$ cat config.mk
export PLATFORM = sky130hd
export DESIGN_NAME = vfs_streamer
export DESIGN_NICKNAME = d
export VERILOG_FILES = /design/src/rtl/vfs_pkg.sv /design/src/rtl/vfs_datapath.sv /design/src/rtl/vfs_ctrl.sv /design/src/rtl/vfs_streamer.sv
export SDC_FILE = /design/constraint.sdc
export NUM_CORES = 1
export LEC_CHECK = 0
export BUFFER_PORTS_ARGS = -buffer_cell sky130_fd_sc_hd__buf_2
export CAP_MARGIN = 20
export CORE_MARGIN = 4
export CORE_UTILIZATION = 60
export DETAILED_ROUTE_END_ITERATION = 10
export PLACE_DENSITY = 0.88
export SLEW_MARGIN = 25
export SYNTH_ARGS = -nofsm -noshare
export SYNTH_HDL_FRONTEND = slang
export SYNTH_SLANG_ARGS = --single-unit
$ cat constraint.sdc
create_clock -name clk -period 5.4 [get_ports clk]
set_clock_uncertainty 0.1 [all_clocks]
set_input_delay 1.08 -clock clk [delete_from_list [all_inputs] [get_ports clk]]
set_output_delay 1.08 -clock clk [all_outputs]
set_load 0.05 [all_outputs]
$ cat src/rtl/vfs_pkg.sv
package vfs_pkg;

  typedef enum logic [1:0] {
    ST_IDLE   = 2'd0,
    ST_STREAM = 2'd1,
    ST_COMMIT = 2'd2
  } strmState_t;

  typedef struct packed {
    logic frameClr;
    logic advance;
  } dpCtrl_t;

  localparam int PAT_BARS = 0;
  localparam int PAT_RAMP = 1;

  // returns {Y, Cb, Cr}
  function automatic logic [23:0] barColour(input logic [2:0] idx);
    logic [23:0] c;
    case (idx)
      3'd0: c = {8'd180, 8'd128, 8'd128};
      3'd1: c = {8'd162, 8'd44,  8'd142};
      3'd2: c = {8'd131, 8'd156, 8'd44 };
      3'd3: c = {8'd112, 8'd72,  8'd58 };
      3'd4: c = {8'd84,  8'd184, 8'd198};
      3'd5: c = {8'd65,  8'd100, 8'd212};
      3'd6: c = {8'd35,  8'd212, 8'd114};
      default: c = {8'd16, 8'd128, 8'd128};
    endcase
    return c;
  endfunction

endpackage

$ cat src/rtl/vfs_datapath.sv
module vfs_datapath
  import vfs_pkg::*;
#(
  parameter int H_PIXELS = 640,
  parameter int V_LINES  = 480,
  parameter int NUM_BARS = 8,
  parameter int PATTERN  = PAT_BARS
) (
  input  logic        clk,
  input  logic        rstN,
  input  dpCtrl_t     ctl,
  output logic        firstWord,
  output logic        lastWord,
  output logic [15:0] word
);
  localparam int COL_W = (H_PIXELS > 1) ? $clog2(H_PIXELS) : 1;
  localparam int ROW_W = (V_LINES > 1) ? $clog2(V_LINES) : 1;
  localparam logic [COL_W-1:0] COL_LAST = COL_W'(H_PIXELS - 1);
  localparam logic [ROW_W-1:0] ROW_LAST = ROW_W'(V_LINES - 1);

  logic [COL_W-1:0] colCnt;
  logic [ROW_W-1:0] rowCnt;
  logic             endOfLine;

  assign endOfLine = (colCnt == COL_LAST);
  assign lastWord  = endOfLine && (rowCnt == ROW_LAST);
  assign firstWord = (colCnt == '0) && (rowCnt == '0);

  always_ff @(posedge clk) begin
    if (!rstN || ctl.frameClr) begin
      colCnt <= '0;
      rowCnt <= '0;
    end else if (ctl.advance) begin
      if (endOfLine) begin
        colCnt <= '0;
        rowCnt <= (rowCnt == ROW_LAST) ? '0 : rowCnt + 1'b1;
      end else begin
        colCnt <= colCnt + 1'b1;
      end
    end
  end

  generate
    if (PATTERN == PAT_RAMP) begin : g_ramp
      logic [15:0] rampCnt;
      always_ff @(posedge clk) begin
        if (!rstN || ctl.frameClr) rampCnt <= '0;
        else if (ctl.advance)      rampCnt <= rampCnt + 16'd1;
      end
      assign word = rampCnt;
    end else begin : g_bars
      localparam int BAR_PIX = (H_PIXELS / NUM_BARS > 0) ? H_PIXELS / NUM_BARS : 1;
      localparam int BP_W    = (BAR_PIX > 1) ? $clog2(BAR_PIX) : 1;
      localparam logic [BP_W-1:0] BP_LAST = BP_W'(BAR_PIX - 1);

      logic [BP_W-1:0] barPix;
      logic [2:0]      barIdx;
      logic [23:0]     colour;

      always_ff @(posedge clk) begin
        if (!rstN || ctl.frameClr) begin
          barPix <= '0;
          barIdx <= '0;
        end else if (ctl.advance) begin
          if (endOfLine) begin
            barPix <= '0;
            barIdx <= '0;
          end else if (barPix == BP_LAST) begin
            barPix <= '0;
            barIdx <= barIdx + 3'd1;
          end else begin
            barPix <= barPix + 1'b1;
          end
        end
      end

      assign colour = barColour(barIdx);
      assign word   = {colCnt[0] ? colour[7:0] : colour[15:8], colour[23:16]};
    end
  endgenerate

endmodule

$ cat src/rtl/vfs_ctrl.sv
module vfs_ctrl
  import vfs_pkg::*;
(
  input  logic    clk,
  input  logic    rstN,
  input  logic    startReq,
  input  logic    fifoRdy,
  input  logic    firstWord,
  input  logic    lastWord,
  output dpCtrl_t ctl,
  output logic    streamOn,
  output logic    wrStrobe,
  output logic    pktEnd,
  output logic    frameSync
);
  strmState_t state, stateNxt;

  always_ff @(posedge clk) begin
    if (!rstN) state <= ST_IDLE;
    else       state <= stateNxt;
  end

  always_comb begin
    stateNxt = state;
    case (state)
      ST_IDLE:   if (startReq) stateNxt = ST_STREAM;
      ST_STREAM: if (fifoRdy && lastWord) stateNxt = ST_COMMIT;
      ST_COMMIT: stateNxt = ST_IDLE;
      default:   stateNxt = ST_IDLE;
    endcase
  end

  assign streamOn     = (state == ST_STREAM);
  assign wrStrobe     = streamOn && fifoRdy;
  assign pktEnd       = (state == ST_COMMIT);
  assign frameSync    = wrStrobe && firstWord;
  assign ctl.frameClr = (state == ST_IDLE);
  assign ctl.advance  = wrStrobe;

endmodule

$ cat src/rtl/vfs_streamer.sv
module vfs_streamer
  import vfs_pkg::*;
#(
  parameter int H_PIXELS = 640,
  parameter int V_LINES  = 480,
  parameter int NUM_BARS = 8,
  parameter int PATTERN  = PAT_BARS
) (
  input  logic        clk,
  input  logic        rstN,
  input  logic        startReq,
  input  logic        fifoRdy,
  output logic        wrStrobe,
  output logic        pktEnd,
  output logic        frameSync,
  output logic [15:0] dataOut
);
  dpCtrl_t ctl;
  logic    firstWord;
  logic    lastWord;
  logic    streamOn;

  vfs_ctrl u_ctrl (
    .clk       (clk),
    .rstN      (rstN),
    .startReq  (startReq),
    .fifoRdy   (fifoRdy),
    .firstWord (firstWord),
    .lastWord  (lastWord),
    .ctl       (ctl),
    .streamOn  (streamOn),
    .wrStrobe  (wrStrobe),
    .pktEnd    (pktEnd),
    .frameSync (frameSync)
  );

  vfs_datapath #(
    .H_PIXELS (H_PIXELS),
    .V_LINES  (V_LINES),
    .NUM_BARS (NUM_BARS),
    .PATTERN  (PATTERN)
  ) u_dp (
    .clk       (clk),
    .rstN      (rstN),
    .ctl       (ctl),
    .firstWord (firstWord),
    .lastWord  (lastWord),
    .word      (dataOut)
  );

endmodule

==> flow_summary.json <==
{
  "run_status": "completed",
  "tritoncts.num_buffers": 5,
  "layout_cell_share_with_drive_strength_beyond_1": 0.1434,
  "groute.usage.overall": 0.2104,
  "wl_um": 3957,
  "clock_tree.buffer_depth": 2,
  "min_from": "u_dp.g_bars.barPix[1]",
  "fp.dieArea_um2": 4108,
  "relSlewSlack": 0.6505,
  "netlist_instances": 234,
  "path_cells": "buf_2, nand3b_1, nor3_1, nand3_1, nor4_1, buf_2",
  "detailroute.wirelength.met2_um": 1823,
  "die_width_um": 64.10,
  "crit_required_ns": 4.22,
  "cts.sinks": 31,
  "critical_path.max_fanout": 12,
  "synth_cell_type_count": 53,
  "end_kind": "output pin",
  "layout_min_cycle_time_ns": 3.658,
  "syn_area_per_cell_um2": 8.069,
  "cts.hold.buffers_added": 0,
  "ys_warn_count": 0,
  "synthToLayoutAreaGrowth_pct": 10.21,
  "worst_setup_path_startpoint": "fifoRdy",
  "die_h_um": 64.10,
  "crit_top_cell": "buf_2",
  "critical-path-slowest-cell": "nand3b_1",
  "core_area_um2": 3028,
  "fp-row-count": 20,
  "static-leakage-power_nw": 0.8266,
  "ant_nets": 0,
  "ctsRootBufferMaster": "clkbuf_4",
  "setup_viol_count_final": 0,
  "report.power.total_w": 0.0004441,
  "synth_common_cells": "31 x dfxtp_1, 29 x nor2_1, 22 x nand2_1",
  "drt_iter0_drc": 140,
  "cts-htree-levels": 2,
  "async_reset_ff_frac": 0,
  "route.vias.total": 1716,
  "gp_congestion": 0.8152,
  "max_cap_viol_count": 0,
  "first_pass_grt_wire_length_um": 6962,
  "slew_viol_final": 0,
  "finish.cell_count_without_fillers": 295,
  "synth.area.top_cells": "dfxtp_1 33%, ha_1 8.0%, nor2_1 5.8%",
  "period_share": 0.6774,
  "synth_enable_flop_cells": 0,
  "critical-path-top-delay-family": "simple AND/OR/NAND/NOR gates",
  "drt_first_pass_iters": 4,
  "dpl_wire_length_um": 2825,
  "tritoncts_clock_tree": "done",
  "yosys_register_bits": 31,
  "cts.reportedPaths.clkPinSlew_ns": 0.09,
  "crit_type": "primary input to output pin",
  "fin_nets": 266,
  "wl_met1_um": 1829,
  "cell_count_after_placement": 287,
  "synthDominantCellAreaShare": 0.3287,
  "placement.io_buffers": 20,
  "crit_path_max_incr_delay_ns": 0.34,
  "antenna_found_initial": 0,
  "drt-vias-per-instance": 5.817,
  "top_layer_used": "met4",
  "vias_in_the_first_global_route": 1576,
  "reg2reg_slack_ns": 2.92,
  "cp.buffers_inverters": 2,
  "timing.rr.start": "u_dp.colCnt[0]",
  "synth.yosys.seq_area_share": 0.3287,
  "insertedDiodeCount": 0,
  "grt_setup_unrepaired": "false",
  "met3_length_um": 238,
  "critical_path_arrival_ns": 2.48,
  "synth_flop_cell": "dfxtp_1",
  "timing.setup.tns_ns": 0,
  "final-seq-area_um2": 620.6,
  "timing.fmax_ghz": 0.2734,
  "effective_utilization_at_floorplan": 0.6236,
  "total_congestion_overflow": 0,
  "max_slew.worst_pin.slew_ns": 0.5243,
  "multi_input_comb_area_um2": 1177,
  "post_cts_resize_count": 0,
  "cts_post_setup_buffers_inserted": 0,
  "fillers": 257,
  "synth_most_common_cell": "dfxtp_1",
  "grt_max_degree": 18,
  "synth_largest_area_cell": "dfxtp_1",
  "cp-start-kind": "primary input",
  "clk-insertion-delay-late_ns": 0.34,
  "drcViolationCount": 0,
  "netlist_area_um2": 1888,
  "wire_per_inst_um": 13.41,
  "finalHoldViolations": 0,
  "io_pins": 23,
  "power_density_nw_per_um2": 213.5,
  "worst_ir_drop_vdd_mv": 0.1808,
  "holdCritPathClass": "flip-flop to flip-flop"
}
## registers in the layout, indices dropped and copies added (netlist names)
name / count
u_dp.colCnt: 10
u_dp.rowCnt: 9
u_dp.g_bars.barPix: 7
u_dp.g_bars.barIdx: 3
u_ctrl.state: 2
## cell type report
type,count,area share
clock buffer,6,0.02465
clock inverter,2,0.01684
inverter,9,0.01624
multi-input combinational,182,0.5658
sequential,31,0.2983
tap,44,0.02646
timing repair buffer,21,0.05171
## power by group
group          switching [W]  internal [W]
Sequential        0.00000150      0.000229
Clock              0.0000811      0.000109
Combinational      0.0000177    0.00000513
## cells by family after synthesis
group                    count (synthesis)  synth area share
other                                    1          0.001986
flip-flops                              31            0.3287
buffers and inverters                   22           0.04970
XOR/XNOR                                14           0.06494
multiplexers                             4           0.02121
AO/OA/AOI/OAI                           38            0.1405
AND/OR/NAND/NOR                        112            0.3135
adder cells (fa/ha/maj)                 12           0.07952
## final timing paths
check | cells after the start | endpoint
worst max-delay path | 6 | frameSync
worst min-delay path | 2 | u_dp.g_bars.barPix[1]
worst max register to register | 5 | u_dp.rowCnt[6]
worst min register to register | 2 | u_dp.g_bars.barPix[1]
## worst min-delay path, stage by stage, from the launching register on
cell and delay (ns):
dfxtp_1 0.34, nand2_1 0.06, a21oi_1 0.05
## cell usage in the layout, fill, tap and decap left out, drive strengths merged, types with 7 or more instances in the layout
cell type	Yosys	routed
ha	12	12
nor2	29	29
nand2	22	22
xor2	7	7
nand4	11	11
a21oi	7	7
dfxtp	31	31
o21ai	8	8
nand3	13	13
xnor2	7	7
inv	9	9
buf	5	21
## metrics by stage
| step | utilization | hold slack [ns] | cell area, um^2 | worst slack, ns |
|---|---|---|---|---|
| 3_3_place_gp | 0.6587 | 0.3659 | 1994 | 1.777 |
| 5_1_grt | 0.6872 | 0.4211 | 2081 | 1.533 |
| 3_5_place_dp | 0.6587 | 0.3747 | 1994 | 1.765 |
| 4_1_cts | 0.6872 | 0.3883 | 2081 | 1.741 |
| 6_report | 0.6872 | 0.3831 | 2081 | 1.742 |
| 2_1_floorplan | - | 0.3443 | 1892 | 1.050 |
## per-layer routing
layer  vias up  global-route usage
met4         0             0.07916
met1       797              0.2655
li1        865                   -
met5         -                   0
met2        41              0.3394
met3        13             0.05975
Note: power is estimated with default switching activity, not from simulation.
